### config.mk
export PLATFORM = sky130hd
export DESIGN_NAME = sdram_rd_trunc_seq
export DESIGN_NICKNAME = d
export VERILOG_FILES = /design/src/rtl/sdram_rd_pkg.sv /design/src/rtl/sdram_rd_plan.sv /design/src/rtl/sdram_rd_cmd.sv /design/src/rtl/sdram_rd_cap.sv /design/src/rtl/sdram_rd_trunc_seq.sv
export SDC_FILE = /design/constraint.sdc
export NUM_CORES = 1
export LEC_CHECK = 0
export ABC_CLOCK_PERIOD_IN_PS = 3700
export BUFFER_PORTS_ARGS = -buffer_cell sky130_fd_sc_hd__buf_2
export CORE_MARGIN = 5
export CORE_UTILIZATION = 26
export CTS_CLUSTER_DIAMETER = 100
export DETAILED_ROUTE_END_ITERATION = 8
export HOLD_SLACK_MARGIN = 0.02
export PLACE_DENSITY = 0.53
export SYNTH_ARGS = -nofsm -noshare
export SYNTH_HDL_FRONTEND = slang
export SYNTH_SLANG_ARGS = --single-unit
### constraint.sdc
create_clock -name clk -period 3.7 [get_ports clk]
set_clock_uncertainty 0.15 [all_clocks]
set_input_delay 0.555 -clock clk [delete_from_list [all_inputs] [get_ports clk]]
set_output_delay 0.555 -clock clk [all_outputs]
set_load 0.02 [all_outputs]
### src/rtl/sdram_rd_pkg.sv
package sdram_rd_pkg;
    // command encoding on {CS#, RAS#, CAS#, WE#}
    typedef enum logic [3:0] {
        CMD_READ = 4'b0101,
        CMD_TERM = 4'b0110,
        CMD_NOP  = 4'b0111
    } cmd_e;
endpackage

### src/rtl/sdram_rd_plan.sv
// Decides, from one request, whether to truncate and how many words flow.
module sdram_rd_plan #(
    parameter int LEN_W     = 9,
    parameter int FIXED_LEN = 8
) (
    input  logic [LEN_W-1:0] len,
    input  logic             full_page,
    input  logic             auto_pre,
    output logic             term_en,
    output logic             ap_out,
    output logic [LEN_W-1:0] del_cnt,
    output logic [LEN_W-1:0] bus_cnt
);
    localparam logic [LEN_W-1:0] FL = LEN_W'(FIXED_LEN);

    logic short_req;
    assign short_req = (len < FL);

    always_comb begin
        if (full_page) begin
            term_en = 1'b1;
            ap_out  = 1'b0;
            del_cnt = len;
            bus_cnt = len;
        end else begin
            term_en = !auto_pre && short_req;
            ap_out  = auto_pre;
            del_cnt = short_req ? len : FL;
            bus_cnt = (!auto_pre && short_req) ? len : FL;
        end
    end
endmodule

### src/rtl/sdram_rd_cmd.sv
// Registered command slot: READ on start, TERM at the truncation slot, else NOP.
module sdram_rd_cmd
    import sdram_rd_pkg::*;
#(
    parameter int BANK_W = 2,
    parameter int COL_W  = 8,
    parameter int LEN_W  = 9,
    parameter int T_W    = LEN_W + 2
) (
    input  logic              clk,
    input  logic              rst_n,
    input  logic              start,
    input  logic [BANK_W-1:0] st_bank,
    input  logic [COL_W-1:0]  st_col,
    input  logic              st_ap,
    input  logic              run,
    input  logic [T_W-1:0]    t_q,
    input  logic              term_en,
    input  logic [LEN_W-1:0]  len,
    output logic [3:0]        cmd_n,
    output logic [BANK_W-1:0] cmd_bank,
    output logic [COL_W-1:0]  cmd_col,
    output logic              cmd_ap
);
    typedef struct packed {
        cmd_e              cmd;
        logic [BANK_W-1:0] bank;
        logic [COL_W-1:0]  col;
        logic              ap;
    } cmd_st_t;

    cmd_st_t st_d, st_q;
    logic    term_slot;

    assign term_slot = run && term_en && (t_q == T_W'(len) - T_W'(1));

    always_comb begin
        st_d      = '0;
        st_d.cmd  = CMD_NOP;
        if (start) begin
            st_d.cmd  = CMD_READ;
            st_d.bank = st_bank;
            st_d.col  = st_col;
            st_d.ap   = st_ap;
        end else if (term_slot) begin
            st_d.cmd  = CMD_TERM;
        end
    end

    always_ff @(posedge clk) begin
        if (!rst_n) begin
            st_q     <= '0;
            st_q.cmd <= CMD_NOP;
        end else begin
            st_q     <= st_d;
        end
    end

    assign cmd_n    = st_q.cmd;
    assign cmd_bank = st_q.bank;
    assign cmd_col  = st_q.col;
    assign cmd_ap   = st_q.ap;

    // a terminate only follows a run in progress, never a READ start
    a_r3_term_in_run: assert property (@(posedge clk) disable iff (!rst_n)
        (cmd_n == CMD_TERM) |-> ($past(run) && !$past(start)));
endmodule

### src/rtl/sdram_rd_cap.sv
// Captures returned words in the window set by the latched CAS latency.
module sdram_rd_cap #(
    parameter int DATA_W = 32,
    parameter int LEN_W  = 9,
    parameter int T_W    = LEN_W + 2
) (
    input  logic              clk,
    input  logic              rst_n,
    input  logic              run,
    input  logic [T_W-1:0]    t_q,
    input  logic [1:0]        cl,
    input  logic [LEN_W-1:0]  del_cnt,
    input  logic [DATA_W-1:0] dq_in,
    output logic              rd_valid,
    output logic [DATA_W-1:0] rd_data
);
    typedef struct packed {
        logic              vld;
        logic [DATA_W-1:0] data;
    } cap_st_t;

    cap_st_t        st_d, st_q;
    logic [T_W-1:0] word_idx;
    logic           in_win;

    assign word_idx = t_q - T_W'(cl);
    assign in_win   = run && (t_q >= T_W'(cl)) && (word_idx < T_W'(del_cnt));

    always_comb begin
        st_d.vld  = in_win;
        st_d.data = in_win ? dq_in : st_q.data;
    end

    always_ff @(posedge clk) begin
        if (!rst_n) st_q <= '0;
        else        st_q <= st_d;
    end

    assign rd_valid = st_q.vld;
    assign rd_data  = st_q.data;

    // a valid word is only ever produced from a read in progress
    a_r8_valid_from_run: assert property (@(posedge clk) disable iff (!rst_n)
        rd_valid |-> $past(run));
endmodule

### src/rtl/sdram_rd_trunc_seq.sv
module sdram_rd_trunc_seq
    import sdram_rd_pkg::*;
#(
    parameter int BANK_W    = 2,
    parameter int COL_W     = 8,
    parameter int DATA_W    = 32,
    parameter int LEN_W     = 9,
    parameter int FIXED_LEN = 8
) (
    input  logic              clk,
    input  logic              rst_n,
    input  logic [1:0]        cfg_cas_lat,
    input  logic              cfg_full_page,
    input  logic              req_valid,
    input  logic [BANK_W-1:0] req_bank,
    input  logic [COL_W-1:0]  req_col,
    input  logic [LEN_W-1:0]  req_len,
    input  logic              req_auto_pre,
    output logic              busy,
    output logic              req_err,
    output logic [3:0]        cmd_n,
    output logic [BANK_W-1:0] cmd_bank,
    output logic [COL_W-1:0]  cmd_col,
    output logic              cmd_ap,
    output logic              dqm,
    input  logic [DATA_W-1:0] dq_in,
    output logic              rd_valid,
    output logic [DATA_W-1:0] rd_data
);
    localparam int T_W = LEN_W + 2;

    typedef struct packed {
        logic             busy;
        logic [T_W-1:0]   t;
        logic [1:0]       cl;
        logic             term_en;
        logic [LEN_W-1:0] len;
        logic [LEN_W-1:0] del;
        logic [LEN_W-1:0] bus;
        logic             err;
    } ctl_st_t;

    ctl_st_t          st_d, st_q;
    logic             accept, reject;
    logic             p_term, p_ap;
    logic [LEN_W-1:0] p_del, p_bus;
    logic [T_W-1:0]   last_t;

    sdram_rd_plan #(.LEN_W(LEN_W), .FIXED_LEN(FIXED_LEN)) u_plan (
        .len       (req_len),
        .full_page (cfg_full_page),
        .auto_pre  (req_auto_pre),
        .term_en   (p_term),
        .ap_out    (p_ap),
        .del_cnt   (p_del),
        .bus_cnt   (p_bus)
    );

    assign accept = req_valid && !st_q.busy && (req_len != '0);
    assign reject = req_valid && !st_q.busy && (req_len == '0);
    assign last_t = T_W'(st_q.cl) + T_W'(st_q.bus) - T_W'(1);

    always_comb begin
        st_d     = st_q;
        st_d.err = reject;
        if (accept) begin
            st_d.busy    = 1'b1;
            st_d.t       = '0;
            st_d.cl      = cfg_cas_lat;
            st_d.term_en = p_term;
            st_d.len     = req_len;
            st_d.del     = p_del;
            st_d.bus     = p_bus;
        end else if (st_q.busy) begin
            st_d.t = st_q.t + T_W'(1);
            if (st_q.t == last_t) st_d.busy = 1'b0;
        end
    end

    always_ff @(posedge clk) begin
        if (!rst_n) st_q <= '0;
        else        st_q <= st_d;
    end

    sdram_rd_cmd #(.BANK_W(BANK_W), .COL_W(COL_W), .LEN_W(LEN_W), .T_W(T_W)) u_cmd (
        .clk      (clk),
        .rst_n    (rst_n),
        .start    (accept),
        .st_bank  (req_bank),
        .st_col   (req_col),
        .st_ap    (p_ap),
        .run      (st_q.busy),
        .t_q      (st_q.t),
        .term_en  (st_q.term_en),
        .len      (st_q.len),
        .cmd_n    (cmd_n),
        .cmd_bank (cmd_bank),
        .cmd_col  (cmd_col),
        .cmd_ap   (cmd_ap)
    );

    sdram_rd_cap #(.DATA_W(DATA_W), .LEN_W(LEN_W), .T_W(T_W)) u_cap (
        .clk      (clk),
        .rst_n    (rst_n),
        .run      (st_q.busy),
        .t_q      (st_q.t),
        .cl       (st_q.cl),
        .del_cnt  (st_q.del),
        .dq_in    (dq_in),
        .rd_valid (rd_valid),
        .rd_data  (rd_data)
    );

    assign busy    = st_q.busy;
    assign req_err = st_q.err;
    assign dqm     = 1'b0;

    // a run always opens with a READ on the command pins
    a_r2_read_on_start: assert property (@(posedge clk) disable iff (!rst_n)
        $rose(busy) |-> (cmd_n == CMD_READ));
    // no second READ while the same run continues
    a_r10_single_read: assert property (@(posedge clk) disable iff (!rst_n)
        (busy && $past(busy)) |-> (cmd_n != CMD_READ));
    // an error pulse is never paired with a command
    a_r11_err_quiet: assert property (@(posedge clk) disable iff (!rst_n)
        req_err |-> (cmd_n == CMD_NOP && !busy));
    // terminate only ever appears inside a run
    a_r7_term_busy: assert property (@(posedge clk) disable iff (!rst_n)
        (cmd_n == CMD_TERM) |-> busy);
endmodule

==> summary.md, run 1 <==
| Metric | Value |
|---|---|
| Vias in the first global route | 3,411 |
| Psw | 678.6 uW |
| Largest family of logic cells by synthesized area | simple AND/OR/NAND/NOR gates |
| Mux contribution to synthesized area | 7.758% |
| Adder-cell share of the synthesized area | 7.537% |
| Sequential element share of the synthesized area | 39.46% |
| PortBufs | 105 |
| Clock share of power | 34.2% |
| Final GP Congestion | between 0.7 and 0.8 |
| Post-Syn Instances | 518 |
| CTS root buffer | clkbuf_16 |
| Placed wire-length estimate | around 8300 um |
| Worst R2R Start | st_q[31] |
| Setup TNS | 0 ns |
| Lkg Pwr | 2.362 nW |
| Layout cells sized above 1 | between 20% and 30% |
| GRT Overall Usage | 11.23% |
| Initial Util | 26.29% |
| Total number of vias | 3,678 |
| Area delta synth->final | 20.81% |
| RSZ-0062 raised after global routing | false |
| Post-synthesis register bit count | 89 |
| Async SR Flop Fraction | 0% |
| Post-CTS setup buffers | 0 |
| Initial antenna violation count | 0 |
| CP Data Arrival Time | 3.49 ns |
| CTS Buf Count | 9 |
| Non-Filler Instances | about 840 |
| # setup viols final | 0 |
| Pwr/cell area | 433.7 nW/um2 |
| Fin nets | between 600 and 700 |
| Fraction of power spent switching nets | 28.68% |
| Placed cells | 820 |
| Unique masters post-synth | 55 |
| YS warnings | 0 |
| Slowest cell on the critical path | fa_1 |
| Final Hold Viols | 0 |
| Crit path cell chain | inv_1 -> ha_1 -> inv_1 -> fa_1 -> or3_1 -> nor3_2 -> xor2_1 -> ha_1 -> nand3_1 -> o221ai_1 -> o221ai_1 -> o2111a_2 -> clkbuf_16 -> mux2i_1 |
| Slew Limit Fails | 0 |
| Commonest non-fill, non-tap cell in the layout | buf_2 |
| WL/cell | 13.40 um |
| Gr ovfl total | 0 |
| CTS tree | yes |
| Critical Path Start | st_q[31] |
| IO Pins | around 110 |
| Post-DRT Antenna Nets | 0 |
| Hold WC Path Type | in2reg |
| Post-Syn Area | 4516 um2 |
| Comb power frac | 21.5% |
| Setup CP Type | reg2reg |
| EDFF count, synth | 0 |
| Final worst-path cycle share | roughly nine tenths |
| CP peak stage delay | 0.41 ns |
| Status | completed |
| Internal power | roughly 1.7 mW |
| Synth Flop Type | dfxtp_1 |
| Critical Path RT | 3.82 ns |
| Worst Path Max Fanout | 16 |
| R2r worst-path depth | 14 |
| Max Cap Violations | 0 |
| First-pass GRT wire length | 17,870 um |
| Core Rows | 48 |
| Htree depth | 3 |
| Core area | 17,180 um2 |
| Die width | 141.8 um |
| Avg Vias per Cell | 4.400 |
| Die area | 20,100 um2 |
| DRC Markers | 0 |
| Commonest non-fill, non-tap cells in the layout | 105 x buf_2, 89 x dfxtp_1, 83 x nand2_1 |
| Slew headroom | 54.56% |
| Worst-skew pair later-pin latency | 0.34 ns |
| Die Ht | 141.8 um |
| WHS Path Cells | 2 |
| Final WL | between 10,000 and 15,000 um |
| Simple-Gate Fraction of Synth Area | about a fifth |
| Antenna Cells | 0 |
| Hold Path Origin | req_col[5] |
| Flop pwr share | approximately 44% |
| Post-Synth XOR/XNOR Area | 7.952% |
| Crit path time final | ~3.4 ns |
| VDD IR-drop max | 225.2 uV |
| Worst setup EP type | register |
| Clk pin slew, worst setup/hold paths | 0.06 ns |
| Largest net degree at the start of global routing | a little under 70 |
| Bufs on Longest Clock Path | 2 |
| Worst setup SP type | register |
| Max Freq | between 200 and 300 MHz |
| Compound-Gate Fraction of Synth Area | between 10% and 20% |
| Mean post-synth cell area | 8.717 um2 |
| Filler cells | 1,849 |
| Least-Margin Pin Slew | a little under 0.7 ns |
| Clock tree sinks | 89 |
| Drt first pass iters | 4 |
| Drt first-iter violations | about 120 |
[state kept, by name (all words and copies together), names as in the netlist]
name	cells
u_cmd.cmd_bank	2
u_cmd.cmd_n	2
u_cmd.cmd_col	8
u_cap.rd_data	32
u_cap.rd_valid	1
u_cmd.cmd_ap	1
st_q	41
req_err	1
busy	1
[metal layers]
layer / wire [um] / global-route usage (%)
met1: 5672 / 15.97
met2: 4508 / 16.00
met3: 891 / 3.707
met4: 132 / 3.485
met5: 0 / 0
[cells by family (layout without fill, tap and decap cells)]
group | Yosys count | after routing
adders and majority gates | 26 | 26
AOI/OAI and AO/OA | 77 | 77
muxes | 35 | 35
other | 2 | 3
and+or+nand+nor | 179 | 179
xor gates and xnor gates | 41 | 41
DFF | 89 | 89
buffers and inverters | 69 | 161
[worst max-delay path, delay by kind of cell, from the launching register on]
kind | cells | cell delay [ns]
flops | 1 | 0.37
xor+xnor | 1 | 0.17
mux | 1 | 0.19
buf+inv | 3 | 0.35
simple gates | 3 | 0.65
compound gates | 3 | 0.57
fa+ha+maj | 3 | 0.82
[power by group through the flow]
stage	Clock, mW	Combinational [mW]	Sequential, mW
floorplan	0	0.341	1.11
global placement	0	0.501	1.07
detailed placement	0	0.500	1.07
CTS	0.848	0.502	1.05
global route	0.881	0.569	1.06
finish	0.808	0.508	1.05
[cell type report]
cell class              count  area [um2]  area share [%]
clock buffers              12       236.5           4.335
clock inverters             3       18.77          0.3440
inverters                  35       131.4           2.408
multi-input cells         361        2405           44.08
flip-flops and latches     89        1782           32.66
well taps                 225       281.5           5.161
repair buffers            111       600.6           11.01
[synth_stat cells, drive strengths merged (3+ instances only)]
cell type | n | area (um2)
dfxtp | 89 | 1782
nand2 | 83 | 311.6
inv | 35 | 131.4
mux2i | 35 | 350.3
o21ai | 31 | 155.1
nor2 | 27 | 101.4
ha | 24 | 300.3
xnor2 | 21 | 183.9
clkbuf | 20 | 75.07
xor2 | 20 | 175.2
a21oi | 14 | 73.82
buf | 14 | 136.4
nand3 | 13 | 65.06
and2 | 11 | 68.82
a22o | 10 | 87.58
nor3 | 8 | 40.04
and3 | 5 | 31.28
nor2b | 5 | 31.28
nor4 | 5 | 31.28
nor3b | 4 | 30.03
nand2b | 3 | 18.77
o211ai | 3 | 22.52
o22ai | 3 | 18.77
or3 | 3 | 18.77
[stage by stage]
stage / setup slack [ns] / hold slack [ns] / utilization [%] / cell area, um2 / power [mW]
2_1_floorplan: 0.4290 / 0.2693 / - / 4519 / 1.447
3_3_place_gp: 0.3321 / 0.2886 / 30.10 / 5170 / 1.572
3_5_place_dp: 0.2881 / 0.2954 / 30.10 / 5170 / 1.571
4_1_cts: 0.2566 / 0.2368 / 31.59 / 5425 / 2.400
5_1_grt: 0.03656 / 0.2487 / 31.76 / 5455 / 2.508
6_report: 0.3316 / 0.2592 / 31.76 / 5455 / 2.366
[timing repair]
item / in CTS / in global routing
gates resized for setup: 0 / 1
hold buffers: 0 / 0
endpoints found under the setup margin: 0 / 18
[worst paths after layout]
kind	slack, ns	endpoint
setup reg to reg	0.33	u_cap.rd_data[25]
hold / removal	0.26	u_cmd.cmd_col[5]
hold reg to reg	0.30	u_cap.rd_data[7]
setup / recovery	0.33	u_cap.rd_data[25]
Note: power is estimated with default switching activity, not from simulation.
==> run 2: changes to the inputs <==
--- a/config.mk
+++ b/config.mk
@@ -5,7 +5,7 @@
 export SDC_FILE = /design/constraint.sdc
 export NUM_CORES = 1
 export LEC_CHECK = 0
-export ABC_CLOCK_PERIOD_IN_PS = 3700
+export ABC_CLOCK_PERIOD_IN_PS = 3650
 export BUFFER_PORTS_ARGS = -buffer_cell sky130_fd_sc_hd__buf_2
 export CORE_MARGIN = 5
 export CORE_UTILIZATION = 26
@@ -13,6 +13,7 @@
 export DETAILED_ROUTE_END_ITERATION = 8
 export HOLD_SLACK_MARGIN = 0.02
 export PLACE_DENSITY = 0.53
+export RECOVER_POWER = 25
 export SYNTH_ARGS = -nofsm -noshare
 export SYNTH_HDL_FRONTEND = slang
 export SYNTH_SLANG_ARGS = --single-unit
==> constraint.sdc (replaced) <==
create_clock -name clk -period 3.65 [get_ports clk]
set_clock_uncertainty 0.15 [all_clocks]
set_input_delay 0.5475 -clock clk [delete_from_list [all_inputs] [get_ports clk]]
set_output_delay 0.5475 -clock clk [all_outputs]
set_load 0.02 [all_outputs]
==> summary.md, run 2 (same netlist as run 1, synthesis figures left out) <==
| Metric | Value |
|---|---|
| R2r worst-path depth | 14 (unchanged) |
| Hold Path End | u_cmd.cmd_col[3] (was u_cmd.cmd_col[5]) |
| Post-DRT Antenna Nets | 0 (unchanged) |
| DRC Markers | 0 (unchanged) |
| Worst-skew pair later-pin latency | 0.34 ns (about the same) |
| Layout cells sized above 1 | 16.04% (was 21.44%) |
| Final GP Congestion | 0.8299 (was 0.7802) |
| Hold Path Origin | req_col[3] (was req_col[5]) |
| Pwr/cell area | 467.1 nW/um2 (was 433.7 nW/um2) |
| Bufs on Longest Clock Path | 2 (unchanged) |
| # setup viols final | 0 (unchanged) |
| Core Rows | 48 (unchanged) |
| Flop-to-flop setup slack | 0.26 ns (was 0.33 ns) |
| Clock tree sinks | 89 (unchanged) |
| CTS Hold Bufs | 0 (unchanged) |
| Reg2reg end | u_cap.rd_data[23] (was u_cap.rd_data[25]) |
| Htree depth | 3 (unchanged) |
| Die area | 20,100 um2 (unchanged) |
| Die Ht | 141.8 um (unchanged) |
| Fin nets | 691 (unchanged) |
| Worst R2R Start | st_q[31] (unchanged) |
| Final hold slack | 0.2520 ns (was 0.2592 ns) |
| Max Cap Violations | 0 (unchanged) |
| Setup TNS | 0 ns (unchanged) |
| Worst Path Buf+Inv | 3 (unchanged) |
| Initial Util | 26.29% (unchanged) |
| Die width | 141.8 um (unchanged) |
| Status | completed (unchanged) |
| Commonest non-fill, non-tap cells in the layout | 89 x dfxtp_1, 83 x nand2_1, 71 x buf_2 (was 105 x buf_2, 89 x dfxtp_1, 83 x nand2_1) |
| Met3 Usage GRT | 3.876% (was 3.707%) |
| Top reg by flops | st_q (unchanged) |
| Comb power frac | 19.9% (was 21.5%) |
| Flop pwr share | 41.7% (was 44.4%) |
| Drt first-iter violations | 206 (was 117) |
| Slew headroom | 56.21% (was 54.56%) |
| CP Data Arrival Time | 3.51 ns (was 3.49 ns) |
| Slew Limit Fails | 0 (unchanged) |
| CTS root buffer | clkbuf_16 (unchanged) |
| RSZ-0062 raised after global routing | false (unchanged) |
| Placed wire-length estimate | 8373 um (was 8315 um) |
| Max reg flops | 41 (unchanged) |
| Lkg Pwr | 2.250 nW (was 2.362 nW) |
| Setup CP Type | reg2reg (unchanged) |
| Gr ovfl total | 0 (unchanged) |
| Psw | 693.8 uW (was 678.6 uW) |
| GR Util met2 | 15.93% (was 16.00%) |
| Internal power | 1.861 mW (was 1.687 mW) |
| Clock share of power | 38.4% (was 34.2%) |
| Least-Margin Pin Slew | 0.6568 ns (was 0.6816 ns) |
| Area delta synth->final | 21.11% (was 20.81%) |
| Crit path time final | 3.392 ns (was 3.368 ns) |
| IO Pins | 109 (unchanged) |
| WL/cell | 13.58 um (was 13.40 um) |
| Critical Path RT | 3.77 ns (was 3.82 ns) |
| Fraction of power spent switching nets | 27.16% (was 28.68%) |
| Avg Vias per Cell | 4.386 (was 4.400) |
| Largest net degree at the start of global routing | 69 (unchanged) |
| CP peak stage delay | 0.42 ns (was 0.41 ns) |
| Routing usage on met1 | 16.11% (was 15.97%) |
| Initial antenna violation count | 0 (unchanged) |
| First-pass GRT wire length | 17,770 um (was 17,870 um) |
| CTS tree | yes (unchanged) |
| Core Util, Final | 31.84% (was 31.76%) |
| CTS Buf Count | 9 (unchanged) |
| Core area | 17,180 um2 (unchanged) |
| Final Hold Viols | 0 (unchanged) |
| Total number of vias | 3,667 (was 3,678) |
| Antenna Cells | 0 (unchanged) |
| Vias in the first global route | 3,350 (was 3,411) |
| Final WL | 11,360 um (was 11,210 um) |
| GRT Overall Usage | 11.12% (was 11.23%) |
| Max Freq | 294.8 MHz (was 296.9 MHz) |
| GRT busiest layer | met1 (was met2) |
| Drt first pass iters | 4 (unchanged) |
| Worst setup EP type | register (unchanged) |
| VDD IR-drop max | 249.3 uV (was 225.2 uV) |
| Clk pin slew, worst setup/hold paths | 0.06 ns (about the same) |
| Worst setup SP type | register (unchanged) |
| Slowest cell on the critical path | fa_1 (unchanged) |
| Worst Path Max Fanout | 16 (unchanged) |
| Hold WC Path Type | in2reg (unchanged) |
| CP top delay family | adder cells (unchanged) |
| Final worst-path cycle share | 92.93% (was 91.04%) |
| WHS Path Cells | 2 (unchanged) |
| Total power | 2.554 mW (was 2.366 mW) |
| Commonest non-fill, non-tap cell in the layout | dfxtp_1 (was buf_2) |
| Crit path cell chain | inv_1 -> ha_1 -> inv_1 -> fa_1 -> or3_1 -> nor3_2 -> xor2_1 -> ha_1 -> nand3_1 -> o221ai_1 -> o221ai_1 -> o2111a_2 -> clkbuf_16 -> mux2i_1 (unchanged) |
| PortBufs | 105 (unchanged) |
==> run 2: cell types whose count changed in the layout (fill, tap and decap cells not counted), sizes merged <==
cell    before  now
clkinv       3    1
buf        110   76
clkbuf      13   47
bufinv       0    2
==> run 2: final cells by class <==
type	instances	area (um2)
repair buffers	111	558.0
clock inverters	3	65.06
well taps	225	281.5
clock buffers	12	246.5
inverters	35	131.4
fillers	1887	11710
multi-input cells	361	2405
flip-flops and latches	89	1782
==> run 2: how the worst max path moves through the flow <==
stage                         from  slack [ns]           endpoint  cells past startpoint
after floorplan           st_q[31]        0.38  u_cap.rd_data[22]                     16
after global placement    st_q[31]        0.29   u_cap.rd_data[7]                     14
after detailed placement  st_q[31]        0.25   u_cap.rd_data[2]                     14
after CTS                 st_q[31]        0.21  u_cap.rd_data[13]                     14
after global routing      st_q[31]       0.003   u_cap.rd_data[2]                     14
final                     st_q[31]        0.26  u_cap.rd_data[23]                     14
==> run 2: metrics by stage <==
step	instances	instance area (um2)	setup slack [ns]
5_1_grt	836	5469	0.002509
2_1_floorplan	519	4519	0.3790
3_5_place_dp	820	5170	0.2454
4_1_cts	835	5482	0.2052
3_3_place_gp	820	5170	0.2903
6_report	836	5469	0.2581
==> run 2: power by group through the flow <==
stage / clock network [mW] / registers [mW] / logic, mW
after floorplan: 0 / 1.12 / 0.346
after global placement: 0 / 1.09 / 0.507
after detailed placement: 0 / 1.09 / 0.506
after CTS: 1.01 / 1.07 / 0.508
after global routing: 1.05 / 1.07 / 0.571
final: 0.981 / 1.07 / 0.508
==> run 2: timing repair <==
item,CTS,global route
gates resized for setup,0,1
setup endpoints to repair,0,32
buffers inserted,0,0
==> run 2: per-layer routing <==
| layer | vias to the layer above | part of all wire (%) |
|---|---|---|
| li1 | 1906 | - |
| met2 | 115 | 40 |
| met5 | - | 0 |
| met1 | 1639 | 51 |
| met4 | 0 | 1.2 |
| met3 | 7 | 7.8 |
